File: src/rtl/dds_phase_gen.sv
module dds_phase_gen #(
  parameter int ACC_W = 32,
  parameter int OFS_W = 14,
  parameter int NPROF = 4,
  localparam int SEL_W = $clog2(NPROF)
) (
  input  logic             clk,
  input  logic             rst,
  input  logic             wr_en,
  input  logic [SEL_W-1:0] wr_prof,
  input  logic             wr_kind,
  input  logic [ACC_W-1:0] wr_data,
  input  logic             upd,
  input  logic [SEL_W-1:0] psel,
  input  logic             sweep,
  input  logic [ACC_W-1:0] sweep_ftw,
  output logic [OFS_W-1:0] phase_out
);

  logic [NPROF-1:0][ACC_W-1:0] pend_ftw, act_ftw, nxt_ftw;
  logic [NPROF-1:0][OFS_W-1:0] pend_ofs, act_ofs, nxt_ofs;
  logic [SEL_W-1:0]            psel_q;
  logic [ACC_W-1:0]            acc, step;

  always_comb begin
    nxt_ftw = pend_ftw;
    nxt_ofs = pend_ofs;
    if (wr_en && !wr_kind) nxt_ftw[wr_prof] = wr_data;
    if (wr_en &&  wr_kind) nxt_ofs[wr_prof] = wr_data[OFS_W-1:0];
  end

  assign step      = sweep ? sweep_ftw : act_ftw[psel_q];
  assign phase_out = acc[ACC_W-1 -: OFS_W] + act_ofs[psel_q];

  always_ff @(posedge clk) begin
    if (rst) begin
      pend_ftw <= '0;
      pend_ofs <= '0;
      act_ftw  <= '0;
      act_ofs  <= '0;
      psel_q   <= '0;
      acc      <= '0;
    end else begin
      pend_ftw <= nxt_ftw;
      pend_ofs <= nxt_ofs;
      if (upd) begin
        act_ftw <= nxt_ftw;
        act_ofs <= nxt_ofs;
      end
      psel_q <= psel;
      acc    <= acc + step;
    end
  end

endmodule

File: config.mk
export PLATFORM = sky130hd
export DESIGN_NAME = dds_phase_gen
export DESIGN_NICKNAME = d
export VERILOG_FILES = /design/src/rtl/dds_phase_gen.sv
export SDC_FILE = /design/constraint.sdc
export NUM_CORES = 1
export LEC_CHECK = 0
export BUFFER_PORTS_ARGS = -buffer_cell sky130_fd_sc_hd__buf_4
export CAP_MARGIN = 15
export CORE_ASPECT_RATIO = 2
export CORE_MARGIN = 3
export CORE_UTILIZATION = 40
export DETAILED_ROUTE_END_ITERATION = 10
export SYNTH_ARGS = -nofsm -noshare
export SYNTH_HDL_FRONTEND = slang
export SYNTH_SLANG_ARGS = --single-unit
File: constraint.sdc
create_clock -name clk -period 5.68 [get_ports clk]
set_input_delay 1.42 -clock clk [delete_from_list [all_inputs] [get_ports clk]]
set_output_delay 1.42 -clock clk [all_outputs]
set_load 0.005 [all_outputs]
==> out/qor.yml, run 1 <==
ys_types: 62
antenna_found_initial: 1
core.rowCount: 106
post_cts_buffers: 0
clk_latency_ns: 0.54
totalWireLength_um: 44700
finalClockSkew_ns: 0.0197
drc_errors: 0
startpoint: "psel_q[0]"
ys.flop_type: "dfxtp_1"
critPathArrivalTime_ns: 3.72
setup_viol: 0
grt_max_degree: 173
tightestPinTransition_ns: 1.10
peakVddDrop_uv: 170
power_density_mw_per_mm2: 360
p_leak_nw: 7.69
holdCritStartpoint: "act_ftw[72]"
critPathLaunchType: "flop"
first_pass_iters: 5
synth_nets: 1839
yosysSeqAreaShare_pct: 46.9
postSynthCellCount: 1719
post_cts_resized: 0
setup_ws_ns: 0.542
nNetsFinal: 1838
synthesis.area_mm2: 0.0171
hold_end: "act_ftw[72]"
start_util_pct: 40.8
synth.top_cell.area_share_pct: 46.9
synth_area_leader_cell: "dfxtp_1"
synthArstFlopShare_pct: 0
cap_violations: 0
fin_crit_ns: 5.14
vias: 12146
timing.hold.ws_ns: 0.480
nFillCells: 3963
outcome: "completed"
pin_count: 88
detail-route-antenna-nets: 0
crit_path_max_incr_delay_ns: 0.69
numClockSinks: 402
grt_pass1_vias: 12166
hold_path.class: "flop to flop"
reg2reg_slack_ns: 1.14
r2r_start: "psel_q[0]"
grt_pass1_wl_um: 69600
rr_worst_depth: 12
gp_congestion: 0.920
drt_iter0_drc: 659
maxSlewViolCount: 0
synthToLayoutAreaGrowth_pct: 12.3
overflow: 0
power.total_mw: 6.93
tns_ns: 0
crit_chain: "mux4_2, ha_1, fa_1, a21oi_1, o21ai_0, o21a_1, nor2_1, o21ai_0, a21oi_1, xnor2_1, buf_4"
slew_headroom_pct: 26.6
end_kind: "output port"
portBuffers: 87
hold_violations: 0
dp_slack_ns: 1.02
n_antenna_cell: 0
worst_path_max_delay_cell: "dfxtp_4"
die_h_um: 299
rsz0062_at_grt: "false"
place_hpwl_um: 30700
final_core_util_pct: 45.8
crit_type: "flop to output port"
clkSlewWorstSetupHoldPaths_ns: 0.07
synth_warnings: 0
coreArea_mm2: 0.0420
synth_area_leaders: "dfxtp_1, mux2i_1, nor2_1"
die-area_mm2: 0.0455
wire_per_inst_um: 19.6
cts_buffer_depth: 3
cp.required_ns: 4.26
grt_use_total_pct: 19.2
r2r_end: "acc[26]"
cts_tree: "done"
h-tree-depth: 2
cts_buffers: 37
hold_buffers: 0
fin_crit_sh_pct: 90.5
avgSynthCellArea_um2: 9.97
synth-seq-cells: 402
drive_gt1_share_pct: 14.8
timing.fmax_mhz: 195
die_w_um: 152
cts_root_buf: "clkbuf_16"
worstHoldPathCells: 2
synth-edff-count: 0
avgViaCountPerCell: 5.33
path_max_fanout: 22
placed cells by master (no fill, tap or decap), types with 8 or more instances in the layout:
master,instances
a211oi_1,190
a21o_1,15
a21oi_1,40
buf_4,100
clkbuf_16,38
clkinv_2,8
dfxtp_1,400
ha_1,44
inv_1,9
mux2_2,31
mux2i_1,185
mux4_2,46
nand2_1,25
nand3_1,8
nor2_1,421
nor2b_1,11
nor3_1,9
o21ai_0,24
xnor2_1,21
xor2_1,15
where the power goes:
group	internal (mW)	leakage, nW	switching (mW)	total, mW
logic	0.602	3.83	0.807	1.41
registers	3.00	3.29	0.108	3.11
clock network	1.34	0.570	1.08	2.42
total	4.94	7.69	1.99	6.93
synthesized netlist by cell type, types with 3 or more instances:
cell type,number
nor2_1,421
dfxtp_1,402
a211oi_1,190
mux2i_1,185
clkbuf_1,117
mux4_2,46
ha_1,44
a21oi_1,40
mux2_2,31
nand2_1,25
buf_2,24
o21ai_0,24
xnor2_1,21
a21o_1,15
xor2_1,15
nor2b_1,11
inv_1,9
nor3_1,9
nand3_1,8
o21a_1,6
and3_1,5
nand4_1,5
mux2_1,4
nand4b_1,4
o21bai_1,4
buf_1,3
o31ai_1,3
or3_1,3
per-stage QoR:
stage          cells  cell area [um2]
2_1_floorplan   1719            17100
3_3_place_gp    2219            18100
3_5_place_dp    2219            18100
4_1_cts         2280            19300
5_1_grt         2280            19300
6_report        2280            19300
cells by family after synthesis:
logic type / share of synthesized area (%)
and+or+nand+nor: 12.0
DFF: 46.9
AOI/OAI and AO/OA: 13.1
muxes: 19.1
buffers and inverters: 3.55
adders and majority gates: 3.45
xor gates and xnor gates: 1.84
registers in the layout (all words and copies together), names as in the netlist:
name / flops
pend_ftw: 128
acc: 32
act_ftw: 128
psel_q: 2
act_ofs: 56
pend_ofs: 56
final cells by class:
type / count / area (um2) / share of cell area [%]
well taps: 540 / 676 / 3.51
clock inverters: 12 / 105 / 0.546
repair buffers: 105 / 841 / 4.37
inverters: 9 / 33.8 / 0.175
clock buffers: 49 / 1040 / 5.41
multi-input cells: 1163 / 8500 / 44.2
flip-flops and latches: 402 / 8050 / 41.8
worst max path at each step:
stage	end	slack, ns	depth (start not counted)
floorplan	phase_out[8]	0.95	13
global placement	acc[26]	1.06	11
detailed placement	acc[26]	1.02	11
CTS	phase_out[8]	0.49	11
global route	phase_out[8]	0.22	11
finish	phase_out[8]	0.54	11
critical path, delay by kind of cell, from the launching register on:
kind	cells	cell delay, ns
compound gates	5	0.83
flops	1	0.69
xor+xnor	1	0.13
simple gates	1	0.15
mux	1	0.58
fa+ha+maj	2	0.65
buf+inv	1	0.13
metal layers:
| layer | vias to the layer above | GRT usage (%) | share of wire (%) |
|---|---|---|---|
| met1 | 5772 | 21.0 | 39 |
| met4 | 2 | 9.39 | 5.2 |
| met3 | 85 | 2.54 | 2.8 |
| met5 | - | 0 | 0.045 |
| met2 | 203 | 36.0 | 53 |
| li1 | 6084 | - | - |
No activity file was read; power rests on OpenSTA's default activity.
==> run 2, diff against run 1 <==
Settings changed: RECOVER_POWER set to 25.
==> out/qor.yml, run 2 (synthesis gave the netlist of run 1 again) <==
critPathArrivalTime_ns: 3.72
crit_type: "flop to output port"
drc_errors: 0
cap_violations: 1
grt_pass1_vias: 12166
tightestPinTransition_ns: 3.59
slew_headroom_pct: -139
n_antenna_cell: 0
end_kind: "output port"
gp_congestion: 0.920
nFillCells: 3966
routed-wl-met2_um: 23900
nNetsFinal: 1838
worstHoldPathCells: 2
cts_root_buf: "clkbuf_16"
r2r_start: "psel_q[0]"
start_util_pct: 40.8
hold_violations: 0
core.rowCount: 106
fin_crit_ns: 5.14
tns_ns: 0
post_cts_resized: 0
routed.top_layer: "met5"
coreArea_mm2: 0.0420
portBuffers: 87
maxSlewViolCount: 172
timing.fmax_mhz: 195
holdCritStartpoint: "act_ftw[72]"
wl_met1_um: 17500
seq_area_mm2: 0.00805
mostFrequentLayoutCells: "nor2_1, dfxtp_1, a211oi_1"
violations: "max-capacitance violations, max-slew violations"
place_hpwl_um: 30700
numClockSinks: 402
drt_iter0_drc: 634
overflow: 0
cp.required_ns: 4.26
clkSlewWorstSetupHoldPaths_ns: 0.07
totalWireLength_um: 44800
rsz0062_at_grt: "false"
vias: 12156
cts_buffers: 37
die-area_mm2: 0.0455
power_density_mw_per_mm2: 361
peakVddDrop_uv: 170
reg2reg_slack_ns: 1.15
path_max_fanout: 22
hold_buffers: 0
avgViaCountPerCell: 5.33
hold_path.class: "flop to flop"
fin_crit_sh_pct: 90.4
drive_gt1_share_pct: 14.8
detail-route-antenna-nets: 0
r2r_end: "acc[26]"
rr_worst_depth: 12
outcome: "complete, but fails checks"
p_leak_nw: 7.69
dr_wl_met3_um: 1140
setup_viol: 0
grt_pass1_wl_um: 69600
grt_use_total_pct: 19.2
post_cts_buffers: 0
die_h_um: 299
power.total_mw: 6.94
layout_commonest_cell: "nor2_1"
cts_tree: "done"
h-tree-depth: 2
wire_per_inst_um: 19.7
first_pass_iters: 5
hold_end: "act_ftw[72]"
antenna_found_initial: 1
grt_max_degree: 173
pin_count: 88
critPathLaunchType: "flop"
clk_latency_ns: 0.54
synthToLayoutAreaGrowth_pct: 12.2
die_w_um: 152
finalClockSkew_ns: 0.0206
multiInputGateArea_mm2: 0.00850
reg.largest.list: "act_ftw (128), pend_ftw (128)"
cts_buffer_depth: 3
run 2: cell count changes in the layout (fill, tap and decap cells not counted):
cell | previous run | this run
buf_12 | 3 | 2
buf_8 | 2 | 1
clkbuf_4 | 0 | 1
clkbuf_2 | 0 | 1
run 2: worst max-delay path, stage by stage, from the launching register on:
cell and delay (ns):
dfxtp_4 0.69, mux4_2 0.58, ha_1 0.24, fa_1 0.41, a21oi_1 0.16, o21ai_0 0.18, o21a_1 0.21, nor2_1 0.15
o21ai_0 0.10, a21oi_1 0.18, xnor2_1 0.13, buf_4 0.13
run 2: final cells by class:
type	instances	area share [%]
clock buffer	49	5.42
clock inverter	12	0.547
inverter	9	0.176
multi-input combinational	1163	44.2
sequential	402	41.9
tap	540	3.51
timing repair buffer	105	4.26
run 2: power by group:
group	switching [mW]	internal, mW	total, mW
sequential	0.108	3.00	3.11
combinational	0.807	0.603	1.41
clock	1.08	1.34	2.42
run 2: how the worst max path moves through the flow:
| stage | start | to | slack [ns] | cells past startpoint |
|---|---|---|---|---|
| 2_1_floorplan | psel_q[0] | phase_out[8] | 0.95 | 13 |
| 3_3_place_gp | sweep | acc[26] | 1.06 | 11 |
| 3_5_place_dp | sweep | acc[26] | 1.02 | 11 |
| 4_1_cts | psel_q[0] | phase_out[8] | 0.49 | 11 |
| 5_1_grt | rst | act_ftw[69] | 0.17 | 3 |
| 6_report | psel_q[0] | phase_out[8] | 0.54 | 11 |
run 2: routing by layer:
layer / GRT usage, % / vias up
li1: - / 6090
met1: 21.0 / 5800
met2: 36.0 / 179
met3: 2.54 / 85
met4: 9.39 / 2
met5: 0 / -
run 2: through the flow:
step           std cells  instance area (um2)  utilization [%]  hold WS [ns]  setup WS [ns]
2_1_floorplan       1719                17100                -         0.456          0.954
3_3_place_gp        2219                18100             43.1         0.467           1.06
3_5_place_dp        2219                18100             43.1         0.475           1.02
4_1_cts             2280                19300             45.8         0.483          0.492
5_1_grt             2280                19200             45.7         0.495          0.172
6_report            2280                19200             45.7         0.481          0.545
==> run 3, diff against run 2 <==
Settings changed: ABC_AREA set to 1, CTS_BUF_LIST set to sky130_fd_sc_hd__clkbuf_8.
==> out/qor.yml, run 3 <==
outcome: "complete, but fails checks"
violations: "max-capacitance violations, max-slew violations"
synthesis.area_mm2: 0.0200
crit_type: "primary input to flop"
synth-seq-cells: 402
ys_types: 41
totalWireLength_um: 69200
die_w_um: 164
die_h_um: 322
yosysSeqAreaShare_pct: 40.2
vias: 18400
drive_gt1_share_pct: 9.03
synth_compound_area_share_pct: 21.1
cts_buffers: 59
hold_violations: 0
place_hpwl_um: 49400
tns_ns: 0
numClockSinks: 402
synthTopCellsByCount: "inv_1, nand2_1, dfxtp_1"
gp_congestion: 0.951
wire_per_inst_um: 19.2
grt_max_degree: 211
layout_commonest_cell: "inv_1"
synthSimpleGateAreaFrac_pct: 20.5
hold_path.class: "flop to flop"
post_cts_buffers: 0
detail-route-antenna-nets: 0
fin_crit_sh_pct: 88.9
postSynthCellCount: 2920
reg.largest.list: "act_ftw (128), pend_ftw (128)"
die-area_mm2: 0.0529
mostFrequentLayoutCells: "inv_1, nand2_1, nor2_1"
dp.cells: 3507
maxSlewViolCount: 321
critPathArrivalTime_ns: 5.46
power_density_mw_per_mm2: 358
first_pass_iters: 5
timing.fmax_mhz: 198
grt_use_total_pct: 25.7
synthToLayoutAreaGrowth_pct: 10.6
synth.top_cell.area_share_pct: 40.2
avgViaCountPerCell: 5.09
slew_headroom_pct: -70.9
peakVddDrop_uv: 305
yosys.area_share.xor_xnor_pct: 0.613
synth_area_leaders: "dfxtp_1, inv_1, nand2_1"
coreArea_mm2: 0.0494
final_core_util_pct: 44.8
tightestPinTransition_ns: 2.56
ys.flop_type: "dfxtp_1"
cp.required_ns: 6.10
synth-edff-count: 0
p_leak_nw: 10.9
synth_top_family_by_area: "compound AO/OA/AOI/OAI gates"
h-tree-depth: 2
drc_errors: 0
cts_root_buf: "clkbuf_8"
end_kind: "flop"
nNetsFinal: 3045
synth_warnings: 0
rsz0062_at_grt: "false"
synth_area_leader_cell: "dfxtp_1"
pin_count: 88
fin_crit_ns: 5.05
post_cts_resized: 0
portBuffers: 87
synthAdderAreaFrac_pct: 2.95
core.rowCount: 115
synth_nets: 3040
setup_viol: 0
hold_buffers: 0
fin_cells: 3612
synthArstFlopShare_pct: 0
clk_latency_ns: 0.68
avgSynthCellArea_um2: 6.85
start_util_pct: 40.5
yosysMostFrequentCell: "inv_1"
drt_iter0_drc: 1072
clkSlewWorstSetupHoldPaths_ns: 0.06
antenna_found_initial: 1
grt_pass1_vias: 17746
cts_tree: "done"
critPathLaunchType: "primary input"
overflow: 0
power.total_mw: 7.92
timing.hold.ws_ns: 0.478
synth.mux.area_fraction_pct: 0
grt_pass1_wl_um: 103000
finalClockSkew_ns: 0.0528
cap_violations: 4
path_max_fanout: 32
cts_buffer_depth: 3
## run 3: cell type report
type / instances / area [um2]
Fill cell: 5241 / 27200
Multi-Input combinational cell: 1770 / 8980
Sequential cell: 402 / 8050
Inverter: 589 / 2220
Clock buffer: 77 / 1060
Tap cell: 643 / 805
Timing Repair Buffer: 103 / 786
Clock inverter: 27 / 213
Antenna cell: 1 / 2.50
## run 3: where the power goes
part	total, mW	internal, mW	switching [mW]	leakage [nW]
logic	2.22	0.750	1.47	6.90
clock network	2.52	1.35	1.17	0.712
registers	3.18	3.03	0.148	3.29
total	7.92	5.13	2.79	10.9
## run 3: worst max-delay path, cell delays in order
cell      delay, ns
clkbuf_1       0.26
inv_2          0.05
nor2_1         0.83
inv_1          0.22
nor2_4         0.12
clkbuf_1       1.41
inv_2          0.65
o21a_1         0.39
inv_1          0.05
nor2_1         0.03
## run 3: stage by stage
step	setup slack [ns]	area [um2]
after floorplan	1.99	20000
after global placement	1.39	20900
after detailed placement	1.51	20900
after CTS	0.907	22200
after global routing	0.386	22100
final	0.633	22100
## run 3: worst paths after layout
check	depth (start not counted)	from	slack, ns	endpoint
max	10	wr_prof[0]	0.63	pend_ftw[47]
min	2	act_ofs[17]	0.48	act_ofs[17]
max reg2reg	14	psel_q[0]	1.74	acc[27]
min reg2reg	2	act_ofs[17]	0.48	act_ofs[17]
## run 3: routing by layer
layer / track usage (%) / part of all wire, %
met5: 0 / 0
met4: 20.8 / 9.4
met3: 3.20 / 4.0
met2: 46.9 / 52
met1: 25.6 / 35
## run 3: cells by family (layout without fill, tap and decap cells)
kind of cell | Yosys count | in the layout
and+or+nand+nor | 986 | 986
adders and majority gates | 46 | 46
xor gates and xnor gates | 14 | 14
AOI/OAI and AO/OA | 724 | 724
buffers and inverters | 748 | 796
DFF | 402 | 402
other | 0 | 1
